--- src/rtl/kbd_port_pkg.sv ---
package kbd_port_pkg;

    typedef enum logic [1:0] {
        ST_EMPTY      = 2'd0,
        ST_READY      = 2'd1,
        ST_READY_LOST = 2'd2,
        ST_EMPTY_LOST = 2'd3
    } flag_state_t;

    localparam int RDY_BIT = 7;
    localparam int OVR_BIT = 6;

endpackage

--- src/rtl/kbd_addr_dec.sv ---
module kbd_addr_dec #(
    parameter int               ADDR_W    = 16,
    parameter logic [ADDR_W-1:0] STAT_ADDR = 16'h0A00,
    parameter logic [ADDR_W-1:0] DATA_ADDR = 16'h0A01
) (
    input  logic [ADDR_W-1:0] addr,
    input  logic              rd,
    output logic              stat_rd,
    output logic              data_rd,
    output logic              sel
);

    always_comb begin
        stat_rd = rd && (addr == STAT_ADDR);
        data_rd = rd && (addr == DATA_ADDR);
        sel     = stat_rd || data_rd;
    end

endmodule

--- src/rtl/kbd_flag_fsm.sv ---
module kbd_flag_fsm
    import kbd_port_pkg::*;
(
    input  logic clk,
    input  logic rst_n,
    input  logic key_stb,
    input  logic data_rd,
    input  logic stat_rd,
    output logic ready,
    output logic lost
);

    flag_state_t state_q, state_d;

    always_ff @(posedge clk) begin
        if (!rst_n) state_q <= ST_EMPTY;
        else        state_q <= state_d;
    end

    always_comb begin
        state_d = state_q;
        unique case (state_q)
            ST_EMPTY: begin
                if (key_stb) state_d = ST_READY;
            end
            ST_READY: begin
                if (key_stb)      state_d = data_rd ? ST_READY : ST_READY_LOST;
                else if (data_rd) state_d = ST_EMPTY;
            end
            ST_READY_LOST: begin
                if (key_stb)      state_d = ST_READY_LOST;
                else if (data_rd) state_d = ST_EMPTY_LOST;
                else if (stat_rd) state_d = ST_READY;
            end
            ST_EMPTY_LOST: begin
                if (key_stb)      state_d = stat_rd ? ST_READY : ST_READY_LOST;
                else if (stat_rd) state_d = ST_EMPTY;
            end
            default: state_d = ST_EMPTY;
        endcase
    end

    always_comb begin
        ready = 1'b0;
        lost  = 1'b0;
        unique case (state_q)
            ST_EMPTY:      begin ready = 1'b0; lost = 1'b0; end
            ST_READY:      begin ready = 1'b1; lost = 1'b0; end
            ST_READY_LOST: begin ready = 1'b1; lost = 1'b1; end
            ST_EMPTY_LOST: begin ready = 1'b0; lost = 1'b1; end
            default:       begin ready = 1'b0; lost = 1'b0; end
        endcase
    end

endmodule

--- src/rtl/kbd_char_reg.sv ---
module kbd_char_reg #(
    parameter int W = 8
) (
    input  logic         clk,
    input  logic         rst_n,
    input  logic         load,
    input  logic [W-1:0] din,
    output logic [W-1:0] dout
);

    always_ff @(posedge clk) begin
        if (!rst_n)    dout <= '0;
        else if (load) dout <= din;
    end

endmodule

--- src/rtl/kbd_port_ctrl.sv ---
module kbd_port_ctrl
    import kbd_port_pkg::*;
#(
    parameter int                ADDR_W    = 16,
    parameter logic [ADDR_W-1:0] STAT_ADDR = 16'h0A00,
    parameter logic [ADDR_W-1:0] DATA_ADDR = 16'h0A01
) (
    input  logic              clk,
    input  logic              rst_n,
    input  logic [ADDR_W-1:0] bus_addr,
    input  logic              bus_rd,
    input  logic              bus_wr,
    input  logic [7:0]        bus_wdata,
    output logic [7:0]        bus_rdata,
    output logic              bus_sel,
    input  logic [7:0]        key_char,
    input  logic              key_valid
);

    localparam int BYTE_W = 8;

    logic              stat_rd, data_rd;
    logic              ready, lost;
    logic [BYTE_W-1:0] char_q;
    logic [BYTE_W-1:0] status_byte;
    logic              unused_wr;

    assign unused_wr = bus_wr ^ (^bus_wdata);

    kbd_addr_dec #(
        .ADDR_W   (ADDR_W),
        .STAT_ADDR(STAT_ADDR),
        .DATA_ADDR(DATA_ADDR)
    ) u_dec (
        .addr   (bus_addr),
        .rd     (bus_rd),
        .stat_rd(stat_rd),
        .data_rd(data_rd),
        .sel    (bus_sel)
    );

    kbd_flag_fsm u_fsm (
        .clk    (clk),
        .rst_n  (rst_n),
        .key_stb(key_valid),
        .data_rd(data_rd),
        .stat_rd(stat_rd),
        .ready  (ready),
        .lost   (lost)
    );

    kbd_char_reg #(.W(BYTE_W)) u_char (
        .clk  (clk),
        .rst_n(rst_n),
        .load (key_valid),
        .din  (key_char),
        .dout (char_q)
    );

    always_comb begin
        status_byte          = '0;
        status_byte[RDY_BIT] = ready;
        status_byte[OVR_BIT] = lost;
    end

    always_comb begin
        if (stat_rd)      bus_rdata = status_byte;
        else if (data_rd) bus_rdata = char_q;
        else              bus_rdata = '0;
    end

endmodule

--- config.mk ---
export PLATFORM = sky130hd
export DESIGN_NAME = kbd_port_ctrl
export DESIGN_NICKNAME = d
export VERILOG_FILES = /design/src/rtl/kbd_port_pkg.sv /design/src/rtl/kbd_addr_dec.sv /design/src/rtl/kbd_flag_fsm.sv /design/src/rtl/kbd_char_reg.sv /design/src/rtl/kbd_port_ctrl.sv
export SDC_FILE = /design/constraint.sdc
export NUM_CORES = 1
export LEC_CHECK = 0
export BUFFER_PORTS_ARGS = -buffer_cell sky130_fd_sc_hd__buf_2
export CAP_MARGIN = 20
export CORE_MARGIN = 10
export CORE_UTILIZATION = 39
export CTS_CLUSTER_DIAMETER = 40
export DETAILED_ROUTE_END_ITERATION = 10
export HOLD_SLACK_MARGIN = 0.08
export PLACE_DENSITY_LB_ADDON = 0.15
export SLEW_MARGIN = 10
export SYNTH_ARGS = -nofsm -noshare
export SYNTH_HDL_FRONTEND = slang
export SYNTH_SLANG_ARGS = --single-unit
--- constraint.sdc ---
create_clock -name clk -period 1.9 [get_ports clk]
set_input_delay 0.095 -clock clk [delete_from_list [all_inputs] [get_ports clk]]
set_output_delay 0.095 -clock clk [all_outputs]
set_load 0.03 [all_outputs]
==> results.py, run 1 <==
metrics = {
    "critical_path": {
        "worst-endpoint-required_ns": 1.80,
        "critical_path_arrival_ns": 1.61,
        "path_delay_family": "simple AND/OR/NAND/NOR gates",
        "rr_startpoint": "u_fsm.state_q[1]",
        "timing.critical_path.slowest_stage_cell": "dfxtp_1",
        "start_kind": "flop",
        "cp_num_buf_inv": 2,
        "timing.critical_path.cells": "inv_1 > ha_1 > nor2_1 > nor2_1 > a21oi_1 > nor2_1 > buf_2",
        "reg2reg_to": "u_fsm.state_q[0]",
        "crit_path_end_kind": "primary output",
        "timing.reg2reg.setup_slack_ns": 0.21,
        "timing.critical_path.fanout_max": 4,
        "crit_top_cell": "nor2_1",
        "reg2regPathDepth": 7,
        "worstSetupPathType": "reg -> out",
        "critPathMaxStageDelay_ns": 0.35,
    },
    "timing": {
        "finClkSkew_ns": 0.000202,
        "timing_worst_slew_pin_value_ns": 0.378,
        "maxSlewHeadroom": 0.748,
        "setup_slack_ns": 0.191,
        "rsz_0062_raised_after_global_routing": "no",
        "setup_viol_count_final": 0,
        "count_of_final_max_slew_check_failures": 0,
        "post-route-period-util": 0.900,
        "finalWorstPathRequiredPeriod_ns": 1.71,
        "timing_hold_violations_final": 0,
        "clock.fmax_mhz": 585,
        "fin_tns_setup_ns": 0,
        "hold_slack_ns": 0.0842,
    },
    "final_layout": {
        "fin_area_sq_um": 902,
        "antenna_cells_inserted": 0,
        "post-route-util": 0.585,
        "instances_no_fill": 130,
        "nNetsFinal": 158,
        "syn_to_final_growth_pct": 39.2,
        "layout_common_cells": "36 x buf_2, 15 x nor2_1, 10 x mux2i_1, 10 x dfxtp_1, 6 x and3_1",
        "most_frequent_standard_cell_in_the_layout_excluding_fill_and_tap_cells": "buf_2",
        "drive_above_1_share": 0.412,
    },
    "clock_tree": {
        "cts_setup_buffers": 0,
        "cts_tree": "yes",
        "clk_pin_slew_ns": 0.06,
        "cts.htree.levels": 1,
        "clock_buffer_depth": 2,
        "skew_pair_late_insertion_delay_ns": 0.25,
        "cts_inserted_buffers": 3,
        "clock-sinks": 10,
        "cts.root.buffer_cell": "clkbuf_4",
    },
    "route": {
        "m1WireLength_microns": 728,
        "routed_length_on_met3_microns": 122,
        "detail_route.drc_violations": 0,
        "first_pass_iters": 2,
        "vias": 663,
        "post_drt_wl_per_cell_microns": 13.8,
        "drt_first_iter_violations": 4,
        "routed_via_density": 5.10,
        "dr_wl_met2_microns": 938,
        "topRoutingLayerUsed": "met3",
        "final_antenna_net_count": 0,
        "wirelength_microns": 1790,
    },
    "yosys": {
        "yosysWarnings": 0,
        "syn_nets": 115,
        "syn_avg_cell_area_sq_um": 8.88,
        "postSynthRegisterBits": 10,
        "sequential_to_total_area_share_from_yosys_stat": 0.309,
        "synthDistinctLibCells": 23,
        "syn_area_sq_um": 648,
        "syn_inst": 73,
    },
    "die": {
        "die_h_microns": 60.8,
        "dieWidth_microns": 60.8,
        "initial_core_utilization": 0.420,
        "design.die.area_sq_um": 3690,
        "fp_rows": 14,
        "top_level_ports": 46,
        "core-area_sq_um": 1540,
    },
    "global_routing": {
        "overall_fraction_of_global_route_tracks_in_use": 0.102,
        "first_pass_grt_wire_length_microns": 2930,
        "antenna_found_initial": 0,
        "vias_in_the_first_global_route": 689,
        "grt.overflow.total": 0,
        "grt_max_degree": 16,
    },
    "place": {
        "placed_cells_incl_taps": 124,
        "detailed_place.area_sq_um": 850,
        "gp_congestion": 0.867,
        "hpwlAfterDp_microns": 1450,
        "portBuffers": 36,
        "placement_setup_slack_ns": 0.201,
    },
    "power": {
        "share_of_power_burned_in_combinational_logic": 0.229,
        "clock_power_share": 0.281,
        "cell_internal_pwr_mw": 0.350,
        "power_switching_share": 0.252,
        "total_power_mw": 0.469,
        "p_switching_mw": 0.118,
        "irDropWorstVdd_uv": 343,
        "power_per_cell_area_nw_per_um2": 519,
        "power.static_leakage_nw": 0.487,
        "seqPwrFrac": 0.489,
    },
    "worst_hold_path": {
        "worstHoldEndpoint": "u_char.dout[5]",
        "timing.hold.worst_path_depth": 3,
        "min-delay-start": "key_char[5]",
        "min-delay-path-class": "in -> reg",
    },
    "run_status": {
        "result_of_the_run": "finished, final reports clean",
    },
    "flow_run": {
        "drv_cap": 0,
    },
}
synthesized netlist by cell type:
master	instances	area (sq um)
a211oi_1	2	15.0
nor4_2	3	37.5
or4_1	1	7.51
and4b_1	1	10.0
buf_2	2	10.0
a311o_1	1	10.0
a2111oi_1	1	10.0
nand4_2	1	12.5
nor3_1	2	10.0
inv_1	3	11.3
and3_1	6	37.5
o21ai_1	1	5.00
clkbuf_1	1	3.75
a221oi_2	1	15.0
nor2_1	15	56.3
nor2b_1	1	6.26
mux2i_1	10	100
dfxtp_1	10	200
nand3_1	1	5.00
a21oi_1	3	15.0
clkinv_1	1	3.75
inv_2	1	3.75
ha_1	5	62.6
area by class of cell:
cell class                 instances  area, sq um
sequential                        10          200
multi-input combinational         55          415
timing repair buffer              41          225
tap                               16         20.0
inverter                           5         18.8
clock buffer                       3         22.5
fill                             148          639
per-layer routing:
layer,GRT usage,vias to the layer above
li1,-,347
met1,0.110,301
met2,0.170,15
met3,0.0543,0
met4,0.0251,0
met5,0,-
kinds of logic (layout without fill, tap and decap cells):
group | after synthesis | count (layout) | share of synthesized area
mux | 10 | 10 | 0.154
flops | 10 | 10 | 0.309
compound gates | 9 | 9 | 0.108
fa+ha+maj | 5 | 5 | 0.0965
simple gates | 31 | 31 | 0.282
buf+inv | 8 | 49 | 0.0502
registers in the layout, indices dropped and copies added (netlist names):
register and count:
u_char.dout 8, u_fsm.state_q 2
power by group through the flow:
stage | registers (mW) | logic (mW) | clock network (mW)
global route | 0.231 | 0.121 | 0.151
global placement | 0.234 | 0.100 | 0
detailed placement | 0.234 | 0.103 | 0
finish | 0.229 | 0.107 | 0.132
floorplan | 0.233 | 0.0608 | 0
CTS | 0.229 | 0.108 | 0.140
worst reg2reg max path, stage by stage, from the launching register on:
cell       delay [ns]
dfxtp_1          0.33
inv_1            0.07
ha_1             0.23
nor2b_1          0.15
a211oi_1         0.22
a221oi_2         0.13
a2111oi_1        0.34
a211oi_1         0.09
how the worst max path moves through the flow:
stage,endpoint,slack [ns],cells after the start,start
4_1_cts,bus_rdata[6],0.17,7,u_fsm.state_q[0]
5_1_grt,u_fsm.state_q[0],0.05,7,u_fsm.state_q[1]
3_5_place_dp,u_fsm.state_q[0],0.20,7,u_fsm.state_q[1]
2_1_floorplan,u_fsm.state_q[0],0.30,7,u_fsm.state_q[1]
3_3_place_gp,u_fsm.state_q[1],0.23,6,u_fsm.state_q[0]
6_report,bus_rdata[6],0.19,7,u_fsm.state_q[0]
what timing repair did:
item,4_1_cts,5_1_grt
endpoints found under the hold margin,3,0
hold buffers,3,0
resized for setup,0,0
Note: power is estimated with default switching activity, not from simulation.
==> inputs of run 2 (changes only) <==
==> constraint.sdc (replaced) <==
create_clock -name clk -period 1.9 [get_ports clk]
set_input_delay 0 -clock clk [delete_from_list [all_inputs] [get_ports clk]]
set_output_delay 0 -clock clk [all_outputs]
set_load 0.03 [all_outputs]
==> results.py, run 2 (synthesized netlist as in run 1, its figures left out) <==
metrics = {
    "timing": {
        "clock.fmax_mhz": 592,
        "count_of_final_max_slew_check_failures": 0,
        "maxSlewHeadroom": 0.746,
        "fin_tns_setup_ns": 0,
        "setup_viol_count_final": 0,
        "finClkSkew_ns": 0.000135,
        "hold_slack_ns": 0.305,
        "rsz_0062_raised_after_global_routing": "no",
        "timing_hold_violations_final": 0,
        "timing_worst_slew_pin_value_ns": 0.380,
        "finalWorstPathRequiredPeriod_ns": 1.69,
        "post-route-period-util": 0.888,
    },
    "die": {
        "core-area_sq_um": 1540,
        "dieWidth_microns": 60.8,
        "initial_core_utilization": 0.420,
        "die_h_microns": 60.8,
        "fp_rows": 14,
        "top_level_ports": 46,
        "design.die.area_sq_um": 3690,
    },
    "flow_run": {
        "drv_cap": 0,
    },
    "final_layout": {
        "fin_area_sq_um": 1040,
        "fillers": 133,
        "instances_no_fill": 144,
        "antenna_cells_inserted": 0,
        "syn_to_final_growth_pct": 60.8,
        "largest_reg_flops": 8,
        "nNetsFinal": 172,
        "post-route-util": 0.676,
        "largestRegisters": "u_char.dout (8), u_fsm.state_q (2)",
        "ff_latch_area_sq_um": 200,
        "most_frequent_standard_cell_in_the_layout_excluding_fill_and_tap_cells": "buf_2",
        "register_with_the_most_flip_flops": "u_char.dout",
        "multiInputGateArea_sq_um": 415,
        "drive_above_1_share": 0.367,
        "layout_common_cells": "36 x buf_2, 17 x dlygate4sd3_1, 15 x nor2_1",
    },
    "clock_tree": {
        "cts_tree": "yes",
        "skew_pair_late_insertion_delay_ns": 0.25,
        "cts.root.buffer_cell": "clkbuf_4",
        "clock-sinks": 10,
        "clock_buffer_depth": 2,
        "ctsResizeCount": 0,
        "cts_inserted_buffers": 3,
        "clk_pin_slew_ns": 0.06,
        "cts.htree.levels": 1,
    },
    "route": {
        "vias": 731,
        "final_antenna_net_count": 0,
        "wirelength_microns": 1990,
        "drt_first_iter_violations": 13,
        "routed_via_density": 5.08,
        "detail_route.drc_violations": 0,
        "post_drt_wl_per_cell_microns": 13.8,
        "first_pass_iters": 4,
    },
    "global_routing": {
        "antenna_found_initial": 0,
        "vias_in_the_first_global_route": 801,
        "grt.overflow.total": 0,
        "first_pass_grt_wire_length_microns": 3350,
        "overall_fraction_of_global_route_tracks_in_use": 0.116,
        "grt_max_degree": 16,
    },
    "critical_path": {
        "start_kind": "flop",
        "crit_path_end_kind": "flop",
        "worst-endpoint-required_ns": 2.02,
        "timing.critical_path.fanout_max": 5,
        "worstSetupPathType": "reg -> reg",
        "timing.critical_path.from": "u_fsm.state_q[1]",
        "critical_path_arrival_ns": 1.81,
        "rr_startpoint": "u_fsm.state_q[1]",
    },
    "place": {
        "portBuffers": 36,
        "detailed_place.area_sq_um": 850,
        "hpwlAfterDp_microns": 1450,
        "gp_congestion": 0.867,
        "placed_cells_incl_taps": 124,
    },
    "run_status": {
        "result_of_the_run": "finished, final reports clean",
    },
    "worst_hold_path": {
        "min-delay-start": "bus_addr[0]",
        "min-delay-path-class": "in -> reg",
    },
    "power": {
        "power_per_cell_area_nw_per_um2": 474,
        "power.static_leakage_nw": 0.560,
        "irDropWorstVdd_uv": 409,
    },
}
run 2: metrics by stage:
stage	power, mW	setup slack, ns
2_1_floorplan	0.293	0.297
3_3_place_gp	0.334	0.235
3_5_place_dp	0.337	0.201
4_1_cts	0.500	0.193
5_1_grt	0.530	0.0508
6_report	0.494	0.212
run 2: what timing repair did:
item / CTS / global route
hold buffers: 17 / 0
buffers inserted: 0 / 0
endpoints found under the hold margin: 9 / 0
run 2: final timing paths:
check                     endpoint  slack (ns)  cells after the start
hold reg to reg   u_fsm.state_q[0]        0.59                      2
setup / recovery  u_fsm.state_q[0]        0.21                      7
setup reg to reg  u_fsm.state_q[0]        0.21                      7
hold / removal    u_fsm.state_q[1]        0.31                      3
run 2: layer usage:
layer | share of wire | wire length [microns] | GRT usage
met1 | 0.39 | 772 | 0.114
met2 | 0.54 | 1070 | 0.210
met4 | 0.0085 | 17 | 0.0345
met3 | 0.063 | 125 | 0.0564
met5 | 0 | 0 | 0
run 2: where the power goes:
group	internal (mW)	switching, mW	leakage, nW	total (mW)
sequential	0.223	0.00647	0.0825	0.229
combinational	0.0748	0.0571	0.464	0.132
clock	0.0724	0.0598	0.0138	0.132
total	0.370	0.123	0.560	0.494
run 2: area by class of cell:
class,count,share of cell area
inverters,5,0.0180
well taps,16,0.0192
flip-flops and latches,10,0.192
repair buffers,55,0.351
multi-input cells,55,0.399
clock buffers,3,0.0216
run 2: worst max-delay path: stages (launching register included):
cell	delay [ns]
dfxtp_1	0.33
inv_1	0.07
ha_1	0.23
nor2b_1	0.15
a211oi_1	0.22
a221oi_2	0.13
a2111oi_1	0.34
a211oi_1	0.09
